File: src/rtl/rxf_status_pkg.sv
package rxf_status_pkg;

  localparam int STAT_W      = 7;
  localparam int DEF_SLOT_W  = 5;
  localparam int DEF_CNT_W   = 16;
  localparam int DRIB_W      = 3;

  typedef enum logic [1:0] {
    ADDR_NONE  = 2'd0,
    ADDR_UNI   = 2'd1,
    ADDR_MULTI = 2'd2,
    ADDR_BCAST = 2'd3
  } addr_class_e;

  localparam int BIT_INTACT = 0;
  localparam int BIT_ALIGN  = 1;
  localparam int BIT_CRC    = 2;
  localparam int BIT_MISS   = 3;
  localparam int BIT_MCAST  = 4;
  localparam int BIT_BCAST  = 5;
  localparam int BIT_MON    = 6;

  // End-of-frame verdict for the six frame bits (bit 6 is handled apart).
  function automatic logic [5:0] frame_verdict(
    input logic        runt,
    input logic        accept_runts,
    input logic        crc_ok,
    input logic        mii_err_seen,
    input logic        ovf_seen,
    input logic        dribble_nz,
    input logic        monitor,
    input addr_class_e cls
  );
    logic [5:0] v;
    logic       bad_check;
    logic       runt_drop;
    logic       clean;
    logic       hit;
    bad_check = !crc_ok || mii_err_seen;
    runt_drop = runt && !accept_runts;
    clean     = !bad_check && !runt_drop;
    hit       = (cls != ADDR_NONE);
    v = '0;
    v[BIT_BCAST]  = (cls == ADDR_BCAST);
    v[BIT_MCAST]  = (cls == ADDR_MULTI);
    v[BIT_CRC]    = bad_check && !runt;
    v[BIT_ALIGN]  = bad_check && !runt && dribble_nz;
    v[BIT_MISS]   = ovf_seen || (clean && hit && monitor);
    v[BIT_INTACT] = clean && hit && !monitor && !ovf_seen;
    return v;
  endfunction

endpackage

File: src/rtl/rxf_frame_tracker.sv
module rxf_frame_tracker (
  input  logic clk,
  input  logic rst,
  input  logic sof_i,
  input  logic eof_i,
  input  logic mii_rx_err_i,
  input  logic overflow_i,
  output logic active_o,
  output logic count_en_o,
  output logic eof_take_o,
  output logic mii_seen_o,
  output logic ovf_seen_o
);

  logic active_q;
  logic mii_q;
  logic ovf_q;

  // start wins over end in the same cycle; end only counts inside a frame
  assign eof_take_o = eof_i && active_q && !sof_i;
  assign count_en_o = sof_i || active_q;
  assign active_o   = active_q;
  assign mii_seen_o = mii_q || mii_rx_err_i;
  assign ovf_seen_o = ovf_q || overflow_i;

  always_ff @(posedge clk) begin
    if (rst) begin
      active_q <= 1'b0;
      mii_q    <= 1'b0;
      ovf_q    <= 1'b0;
    end else if (sof_i) begin
      active_q <= 1'b1;
      mii_q    <= mii_rx_err_i;
      ovf_q    <= overflow_i;
    end else if (active_q) begin
      mii_q    <= mii_q || mii_rx_err_i;
      ovf_q    <= ovf_q || overflow_i;
      if (eof_i) active_q <= 1'b0;
    end
  end

endmodule

File: src/rtl/rxf_byte_counter.sv
module rxf_byte_counter #(
  parameter int CNT_W    = 16,
  parameter bit SATURATE = 1'b1
) (
  input  logic             clk,
  input  logic             rst,
  input  logic             sof_i,
  input  logic             count_en_i,
  input  logic             byte_vld_i,
  output logic [CNT_W-1:0] count_o,
  output logic [CNT_W-1:0] count_next_o
);

  logic [CNT_W-1:0] cnt_q;
  logic             room;

  generate
    if (SATURATE) begin : g_sat
      assign room = ~&cnt_q;
    end else begin : g_wrap
      assign room = 1'b1;
    end
  endgenerate

  function automatic logic [CNT_W-1:0] advance(
    input logic [CNT_W-1:0] cur,
    input logic             start,
    input logic             en,
    input logic             strobe,
    input logic             can_grow
  );
    if (start)
      return {{(CNT_W-1){1'b0}}, strobe};
    if (en && strobe && can_grow)
      return cur + {{(CNT_W-1){1'b0}}, 1'b1};
    return cur;
  endfunction

  assign count_next_o = advance(cnt_q, sof_i, count_en_i, byte_vld_i, room);
  assign count_o      = cnt_q;

  always_ff @(posedge clk) begin
    if (rst) cnt_q <= '0;
    else     cnt_q <= count_next_o;
  end

endmodule

File: src/rtl/rxf_runt_gauge.sv
module rxf_runt_gauge #(
  parameter int SLOT_W = 5,
  parameter int CNT_W  = 16
) (
  input  logic [SLOT_W-1:0] slot_time_i,
  input  logic              accept_runts_i,
  input  logic [CNT_W-1:0]  live_count_i,
  input  logic [CNT_W-1:0]  final_count_i,
  output logic              runt_live_o,
  output logic              runt_final_o
);

  localparam int SIZE_W = SLOT_W + 3;
  localparam int CMP_W  = (CNT_W > SIZE_W) ? CNT_W : SIZE_W;

  // slot in bits = (setting+1)*32, so bytes = (setting+1)*4
  function automatic logic [SIZE_W-1:0] runt_bytes(input logic [SLOT_W-1:0] s);
    logic [SIZE_W-1:0] ext;
    ext = {3'b000, s};
    return (ext + {{(SIZE_W-1){1'b0}}, 1'b1}) << 2;
  endfunction

  logic [CMP_W-1:0] size_w;
  logic [CMP_W-1:0] live_w;
  logic [CMP_W-1:0] final_w;

  assign size_w  = CMP_W'(runt_bytes(slot_time_i));
  assign live_w  = CMP_W'(live_count_i);
  assign final_w = CMP_W'(final_count_i);

  assign runt_final_o = (final_w < size_w);
  assign runt_live_o  = !accept_runts_i && (live_w < size_w);

endmodule

File: src/rtl/rxf_status_reg.sv
module rxf_status_reg
  import rxf_status_pkg::*;
(
  input  logic              clk,
  input  logic              rst,
  input  logic              sof_i,
  input  logic              eof_take_i,
  input  logic              monitor_i,
  input  logic [5:0]        verdict_i,
  output logic [STAT_W-1:0] status_o
);

  logic [STAT_W-1:0] stat_q;

  always_ff @(posedge clk) begin
    if (rst) begin
      stat_q <= '0;
    end else begin
      stat_q[BIT_MON] <= monitor_i;
      if (sof_i)
        stat_q[5:0] <= '0;
      else if (eof_take_i)
        stat_q[5:0] <= verdict_i;
    end
  end

  assign status_o = stat_q;

endmodule

File: src/rtl/rxf_status_tracker.sv
module rxf_status_tracker
  import rxf_status_pkg::*;
#(
  parameter int SLOT_W   = DEF_SLOT_W,
  parameter int CNT_W    = DEF_CNT_W,
  parameter bit SATURATE = 1'b1
) (
  input  logic              clk,
  input  logic              rst,
  input  logic              sof_i,
  input  logic              byte_vld_i,
  input  logic              eof_i,
  input  logic [2:0]        dribble_i,
  input  logic              crc_ok_i,
  input  logic              mii_rx_err_i,
  input  logic [1:0]        addr_class_i,
  input  logic              overflow_i,
  input  logic              monitor_mode_i,
  input  logic [SLOT_W-1:0] slot_time_i,
  input  logic              accept_runts_i,
  output logic [6:0]        status_o,
  output logic [CNT_W-1:0]  byte_count_o,
  output logic              runt_o,
  output logic [6:0]        stamp_o
);

  logic             frame_active_w;
  logic             count_en_w;
  logic             eof_take_w;
  logic             mii_seen_w;
  logic             ovf_seen_w;
  logic [CNT_W-1:0] count_next_w;
  logic             runt_final_w;
  logic [5:0]       verdict_w;

  rxf_frame_tracker u_frame (
    .clk          (clk),
    .rst          (rst),
    .sof_i        (sof_i),
    .eof_i        (eof_i),
    .mii_rx_err_i (mii_rx_err_i),
    .overflow_i   (overflow_i),
    .active_o     (frame_active_w),
    .count_en_o   (count_en_w),
    .eof_take_o   (eof_take_w),
    .mii_seen_o   (mii_seen_w),
    .ovf_seen_o   (ovf_seen_w)
  );

  rxf_byte_counter #(.CNT_W(CNT_W), .SATURATE(SATURATE)) u_count (
    .clk          (clk),
    .rst          (rst),
    .sof_i        (sof_i),
    .count_en_i   (count_en_w),
    .byte_vld_i   (byte_vld_i),
    .count_o      (byte_count_o),
    .count_next_o (count_next_w)
  );

  rxf_runt_gauge #(.SLOT_W(SLOT_W), .CNT_W(CNT_W)) u_runt (
    .slot_time_i    (slot_time_i),
    .accept_runts_i (accept_runts_i),
    .live_count_i   (byte_count_o),
    .final_count_i  (count_next_w),
    .runt_live_o    (runt_o),
    .runt_final_o   (runt_final_w)
  );

  assign verdict_w = frame_verdict(runt_final_w, accept_runts_i, crc_ok_i,
                                   mii_seen_w, ovf_seen_w, |dribble_i,
                                   monitor_mode_i, addr_class_e'(addr_class_i));

  rxf_status_reg u_stat (
    .clk        (clk),
    .rst        (rst),
    .sof_i      (sof_i),
    .eof_take_i (eof_take_w),
    .monitor_i  (monitor_mode_i),
    .verdict_i  (verdict_w),
    .status_o   (status_o)
  );

  assign stamp_o = status_o;

endmodule

File: config.mk
export PLATFORM = sky130hd
export DESIGN_NAME = rxf_status_tracker
export DESIGN_NICKNAME = d
export VERILOG_FILES = /design/src/rtl/rxf_status_pkg.sv /design/src/rtl/rxf_frame_tracker.sv /design/src/rtl/rxf_byte_counter.sv /design/src/rtl/rxf_runt_gauge.sv /design/src/rtl/rxf_status_reg.sv /design/src/rtl/rxf_status_tracker.sv
export SDC_FILE = /design/constraint.sdc
export NUM_CORES = 1
export LEC_CHECK = 0
export BUFFER_PORTS_ARGS = -buffer_cell sky130_fd_sc_hd__buf_2
export CORE_UTILIZATION = 40
export DETAILED_ROUTE_END_ITERATION = 6
export GPL_TIMING_DRIVEN = 0
export SLEW_MARGIN = 25
export SYNTH_ARGS = -nofsm -noshare
export SYNTH_HDL_FRONTEND = slang
export SYNTH_HIERARCHICAL = 1
export SYNTH_SLANG_ARGS = --single-unit
File: constraint.sdc
create_clock -name clk -period 8.4 [get_ports clk]
set_clock_uncertainty 0.15 [all_clocks]
set_input_delay 0.84 -clock clk [delete_from_list [all_inputs] [get_ports clk]]
set_output_delay 0.84 -clock clk [all_outputs]
set_load 0.02 [all_outputs]
After elaboration in Yosys (flattened, before gate mapping):

Index checks and enable logic that the tools add are counted.

* register bits: 26
* latch bits: 0
* memory bits (writable): 0
* bits in read-only memories: 0
* input port bits: 20
* output and inout bits: 31
* logic and storage cells: 58
* memories: 0

* $add $sub $neg: 2
* $mul: 0
* div/mod/pow operators: 0
* magnitude comparators: 2
* equality and inequality tests: 2
* shifts and indexed selects: 0
* muxes and demuxes: 14
* bitwise logic cells: 0
* reduce and logical (&&, ||, !) cells: 32

Operators by type and width (count)
* $mux 16: 4
* $lt 16x8->1: 2
* $add 16x1->16 const B: 1
* $reduce_and 16->1: 1
* $logic_and 1x1->1: 13
* $mux 1: 10
* $logic_not 1->1: 9
* $add 5x1->6 const B: 1
* $logic_or 1x1->1: 5
* $eq 2x2->1 const B: 2
* $reduce_bool 2->1: 2
* $reduce_or 3->1: 1
* $reduce_or 2->1: 1

Longest topological paths before layout:

* depth after elaboration: 14
* gate-level depth with buffers: 14
* depth with buffers taken out: 14

By module:

Netlist, hierarchy kept.

By module, submodules not included
* rxf_byte_counter: instances 1, cells each 144, area each 1134.8 µm², seq. area each 320.3 µm²
* rxf_runt_gauge: instances 1, cells each 37, area each 292.8 µm², seq. area each 0.0 µm²
* rxf_status_reg: instances 1, cells each 23, area each 245.2 µm², seq. area each 140.1 µm²
* rxf_frame_tracker: instances 1, cells each 16, area each 132.6 µm², seq. area each 60.1 µm²
* rxf_status_tracker: instances 1, cells each 18, area each 121.4 µm², seq. area each 0.0 µm²

Worst setup path before layout:

OpenSTA, ideal clock, no wires.

* kind: input port to flip-flop
* start: input port sof_i
* end: register u_stat.stat_q[3], in the netlist u_stat/status_o[3]
* library setup time: 114 ps
* arrival time: 3359 ps
* required time: 8136 ps
* slack: 4777 ps
* stages on the path: 14
* path buffers: 0
* cells stage by stage: or2_1 > and4_1 > nand3_2 > nor4b_2 > mux2_4 > ha_1 > nor4_1 > nand3_1 > a31o_1 > a21oi_2 > nand2b_1 > a41o_1 > mux2i_1 > nor2_1

* cells in the longest elaborated chain, start to end: 14
* elaborated cells on any way between the ends: 19
* those cells by class: order compare: 1; mux: 6; reduce/logical: 12

Ends and longest elaborated chain
* start: declaration: RTL line rxf_status_tracker.sv:10 `input logic sof_i,`
* $logic_or 1x1->1: RTL line rxf_frame_tracker.sv:21 `assign count_en_o = sof_i || active_q;`
* $logic_and 1x1->1 (2 in a row): RTL line rxf_byte_counter.sv:34 `if (en && strobe && can_grow)`
* $mux 1 (2 in a row): RTL line rxf_byte_counter.sv:34
* $mux 16: RTL line rxf_byte_counter.sv:36 `return cur;`
* $mux 16 (*): RTL line rxf_byte_counter.sv:34
* net count_next_w[7]: RTL line rxf_status_tracker.sv:32 `logic [CNT_W-1:0] count_next_w;`
* $lt 16x8->1 (*): RTL line rxf_runt_gauge.sv:31 `assign runt_final_o = (final_w < size_w);`
* net runt_final_w: RTL line rxf_status_tracker.sv:33 `logic runt_final_w;`
* $logic_and 1x1->1 (*): RTL line rxf_status_pkg.sv:40 `runt_drop = runt && !accept_runts;`
* $logic_not 1->1 (*): RTL line rxf_status_pkg.sv:41 `clean = !bad_check && !runt_drop;`
* $logic_and 1x1->1 (*): RTL line rxf_status_pkg.sv:41
* $logic_and 1x1->1 (*) (2 in a row): RTL line rxf_status_pkg.sv:48 `v[BIT_MISS] = ovf_seen || (clean && hit && monitor);`
* $logic_or 1x1->1 (*): RTL line rxf_status_pkg.sv:48
* net verdict_w[3]: RTL line rxf_status_tracker.sv:34 `logic [5:0] verdict_w;`
* end signal: indexed assignment: RTL line rxf_status_reg.sv:19 `stat_q[BIT_MON] <= monitor_i;`
* end signal: assignment: RTL line rxf_status_reg.sv:23 `stat_q[5:0] <= verdict_i;`
* end: declaration: RTL line rxf_status_reg.sv:13 `logic [STAT_W-1:0] stat_q;`

Mark *: on every way through the listed nets, which the timed path passes. The rest lies on a longest branch. The select of a mux whose other input is x is not followed.
A chain may end at the register's enable or synchronous reset.

Worst setup path in the final report:

* start: input port sof_i
* end: register u_stat.stat_q[3], in the netlist u_stat/status_o[3]

* cells in the longest elaborated chain, start to end: 14
* elaborated cells on any way between the ends: 19
* those cells by class: order compare: 1; mux: 6; reduce/logical: 12

Ends and longest elaborated chain
* $logic_or 1x1->1 (*): RTL line rxf_frame_tracker.sv:21
* net count_en_w: RTL line rxf_status_tracker.sv:28 `logic count_en_w;`
* $logic_and 1x1->1 (*) (2 in a row): RTL line rxf_byte_counter.sv:34
* $mux 1 (2 in a row): RTL line rxf_byte_counter.sv:34
* $mux 16 (*): RTL line rxf_byte_counter.sv:36
* $mux 16 (*): RTL line rxf_byte_counter.sv:34
* net count_next_w[4]: RTL line rxf_status_tracker.sv:32
* $lt 16x8->1 (*): RTL line rxf_runt_gauge.sv:31
* net runt_final_w: RTL line rxf_status_tracker.sv:33
* $logic_and 1x1->1 (*): RTL line rxf_status_pkg.sv:40
* $logic_not 1->1 (*): RTL line rxf_status_pkg.sv:41
* $logic_and 1x1->1 (*): RTL line rxf_status_pkg.sv:41
* $logic_and 1x1->1 (*) (2 in a row): RTL line rxf_status_pkg.sv:48
* $logic_or 1x1->1 (*): RTL line rxf_status_pkg.sv:48
* net verdict_w[3]: RTL line rxf_status_tracker.sv:34

Marked as above.

==> impl_metrics.csv <==
group,metric,value,unit
synth,syn-num-nets,262,
sta,slew_viol_final,0,
global_route,grt_usage,19.6,%
flow_run,maxCapViolCount,0,
power_and_ir_drop,p_per_area,117,nW/um^2
sta,fmax,0.242,GHz
routing,drcViolationCount,0,
power_and_ir_drop,finalPower,0.000267,W
floorplanning,io_pins,51,
global_route,antenna_found_initial,0,
min_path,min_from,"u_frame/mii_q",
clocking,cts_resized,0,
floorplanning,die_x,70.9,um
floorplanning,dieHeight,70.9,um
cells_and_area,diodes,0,
critical_path,cp_data_required_time,8.43,ns
routing,wl,4870,um
sta,hold_viol,0,
sta,setup_tns,0,ns
global_route,grt-ovfl-total,0,
global_route,grt.busiest_layer,"met2",
clocking,clkTransAtPathRegs,0.10,ns
global_route,grt_pass1_wl,7780,um
critical_path,crit_fanout,16,
clocking,clk_latency,0.27,ns
routing,wl_per_cell,14.3,um
clocking,cts_hold_buf,0,
floorplanning,num_rows,24,
sta,slew-limit-headroom,45.7,%
global_route,met3_usage,1.71,%
min_path,hold_path.class,"register to register",
clocking,root_buffer,"clkbuf_8",
global_route,grt_max_degree,17,
run_status,outcome,"completed",
global_route,grt.met2_usage,30.1,%
clocking,cts_made_buffers,3,
clocking,cts_tree,"done",
floorplanning,start_util,42.5,%
synth,syn_area,1900,sq um
synth,synthCells,234,
floorplanning,coreArea,4470,sq um
floorplanning,die-area,5030,sq um
critical_path,end_kind,"register",
global_route,grt_pass1_vias,1585,
critical_path,reg2reg_to,"u_stat/status_o[3]",
placement,gp_congestion,0.912,
power_and_ir_drop,irDropWorstVdd,0.0588,mV
global_route,use_met1,29.3,%
critical_path,setup.worst_path.start,"sof_i",
critical_path,ff2ff_path_depth,14,
placement,port_buffers,50,
sta,rsz0062_at_grt,"no",
min_path,hold_path_depth,2,
clocking,clock-sinks,26,
sta,finalCriticalPeriod,4.14,ns
sta,max_slew.worst_pin.slew,0.812,ns
critical_path,path_class,"primary input to register",
routing,detail-route-antenna-nets,0,
cells_and_area,area_delta_synth_final,20.3,%
placement,place_hpwl,3630,um
routing,vias_per_cell,5.47,
min_path,holdPathEnd,"u_frame/mii_q",
critical_path,cp.arrival,4.17,ns
clocking,htree_levels,1,
sta,setup_viol,0,
synth,synth-warning-count,6,
power_and_ir_drop,p_leak,0.961,nW
clocking,clockBufferDepth,2,
sta,post-route-period-util,49.3,%
critical_path,r2r-start,"u_count/count_o[0]",
synth,syn_avg_cell_area,8.12,sq um
routing,num_vias,1861,
cells_and_area,final_nets,317,
clocking,cts_setup_buffers,0,
cells_and_area,layout-drive-gt1-share,28.8,%
routing,drtIter0Drc,102,
routing,drt_first_pass_iters,6,
critical_path,r2r_slack,4.69,ns
critical_path,critPathLaunchType,"primary input",
==> routing by layer <==
metal | share of wire [%] | up-vias
li1 | - | 964
met1 | 51 | 846
met2 | 44 | 47
met3 | 3.6 | 4
met4 | 1.0 | 0
met5 | 0 | -
==> report_power, final <==
group	internal, W	total, W	switching [W]	leakage (nW)
Combinational	0.0000144	0.0000339	0.0000195	0.715
Clock	0.0000638	0.000107	0.0000431	0.0357
Sequential	0.000125	0.000126	0.00000128	0.211
==> flip-flops by register name, summed over array words and instances, names as in the netlist <==
signal / cells
u_frame/ovf_q: 1
u_frame/mii_q: 1
u_stat/status_o: 7
u_count/count_o: 16
u_frame/active_o: 1
==> per-stage QoR <==
| step | std cells | hold slack, ns | setup slack (ns) | util (%) | area, sq um |
|---|---|---|---|---|---|
| floorplan | 234 | 0.284 | 4.78 | - | 1900 |
| CTS | 340 | 0.323 | 4.30 | 51.1 | 2290 |
| global route | 340 | 0.353 | 4.11 | 51.1 | 2290 |
| finish | 340 | 0.322 | 4.26 | 51.1 | 2290 |
| detailed placement | 336 | 0.307 | 4.00 | 49.5 | 2220 |
| global placement | 336 | 0.302 | 3.99 | 49.5 | 2220 |
==> cell type report <==
class	count	area (sq um)
fill	460	2190
sequential	26	520
buffer	15	86.3
tap	52	65.1
timing repair buffer	50	250
inverter	3	11.3
clock inverter	1	30.0
clock buffer	3	41.3
multi-input combinational	190	1280
==> worst max-delay path by stage <==
stage	end	slack, ns	cells after the start
5_1_grt	u_stat/status_o[3]	4.11	15
3_3_place_gp	u_stat/status_o[3]	3.99	15
4_1_cts	u_stat/status_o[3]	4.30	15
6_report	u_stat/status_o[3]	4.26	15
3_5_place_dp	u_stat/status_o[3]	4.00	15
2_1_floorplan	u_stat/status_o[3]	4.78	14
==> layout by cell type (no fill, tap or decap), types with 4 or more instances in the layout <==
cell,count
clkbuf_1,4
mux2i_1,15
nand2b_1,7
nand3_1,9
o21ai_0,8
dfxtp_1,26
or4_1,5
or3_1,5
nor2_1,24
buf_4,7
nor2b_1,6
nand2_1,18
nor4_1,5
ha_1,8
and4_1,5
a21oi_1,14
buf_2,52
nor3_1,11
==> critical path: stages <==
cell      delay, ns
buf_2          0.25
or2_1          0.27
and3_1         0.21
nand3_1        0.28
a31oi_1        0.45
mux2_2         0.39
ha_1           0.30
o21ai_0        0.09
o21bai_1       0.09
maj3_2         0.33
a21oi_2        0.18
nand2b_1       0.09
a41o_1         0.23
mux2i_1        0.12
nor2_1         0.05
Power figures use the tool's default switching activity.
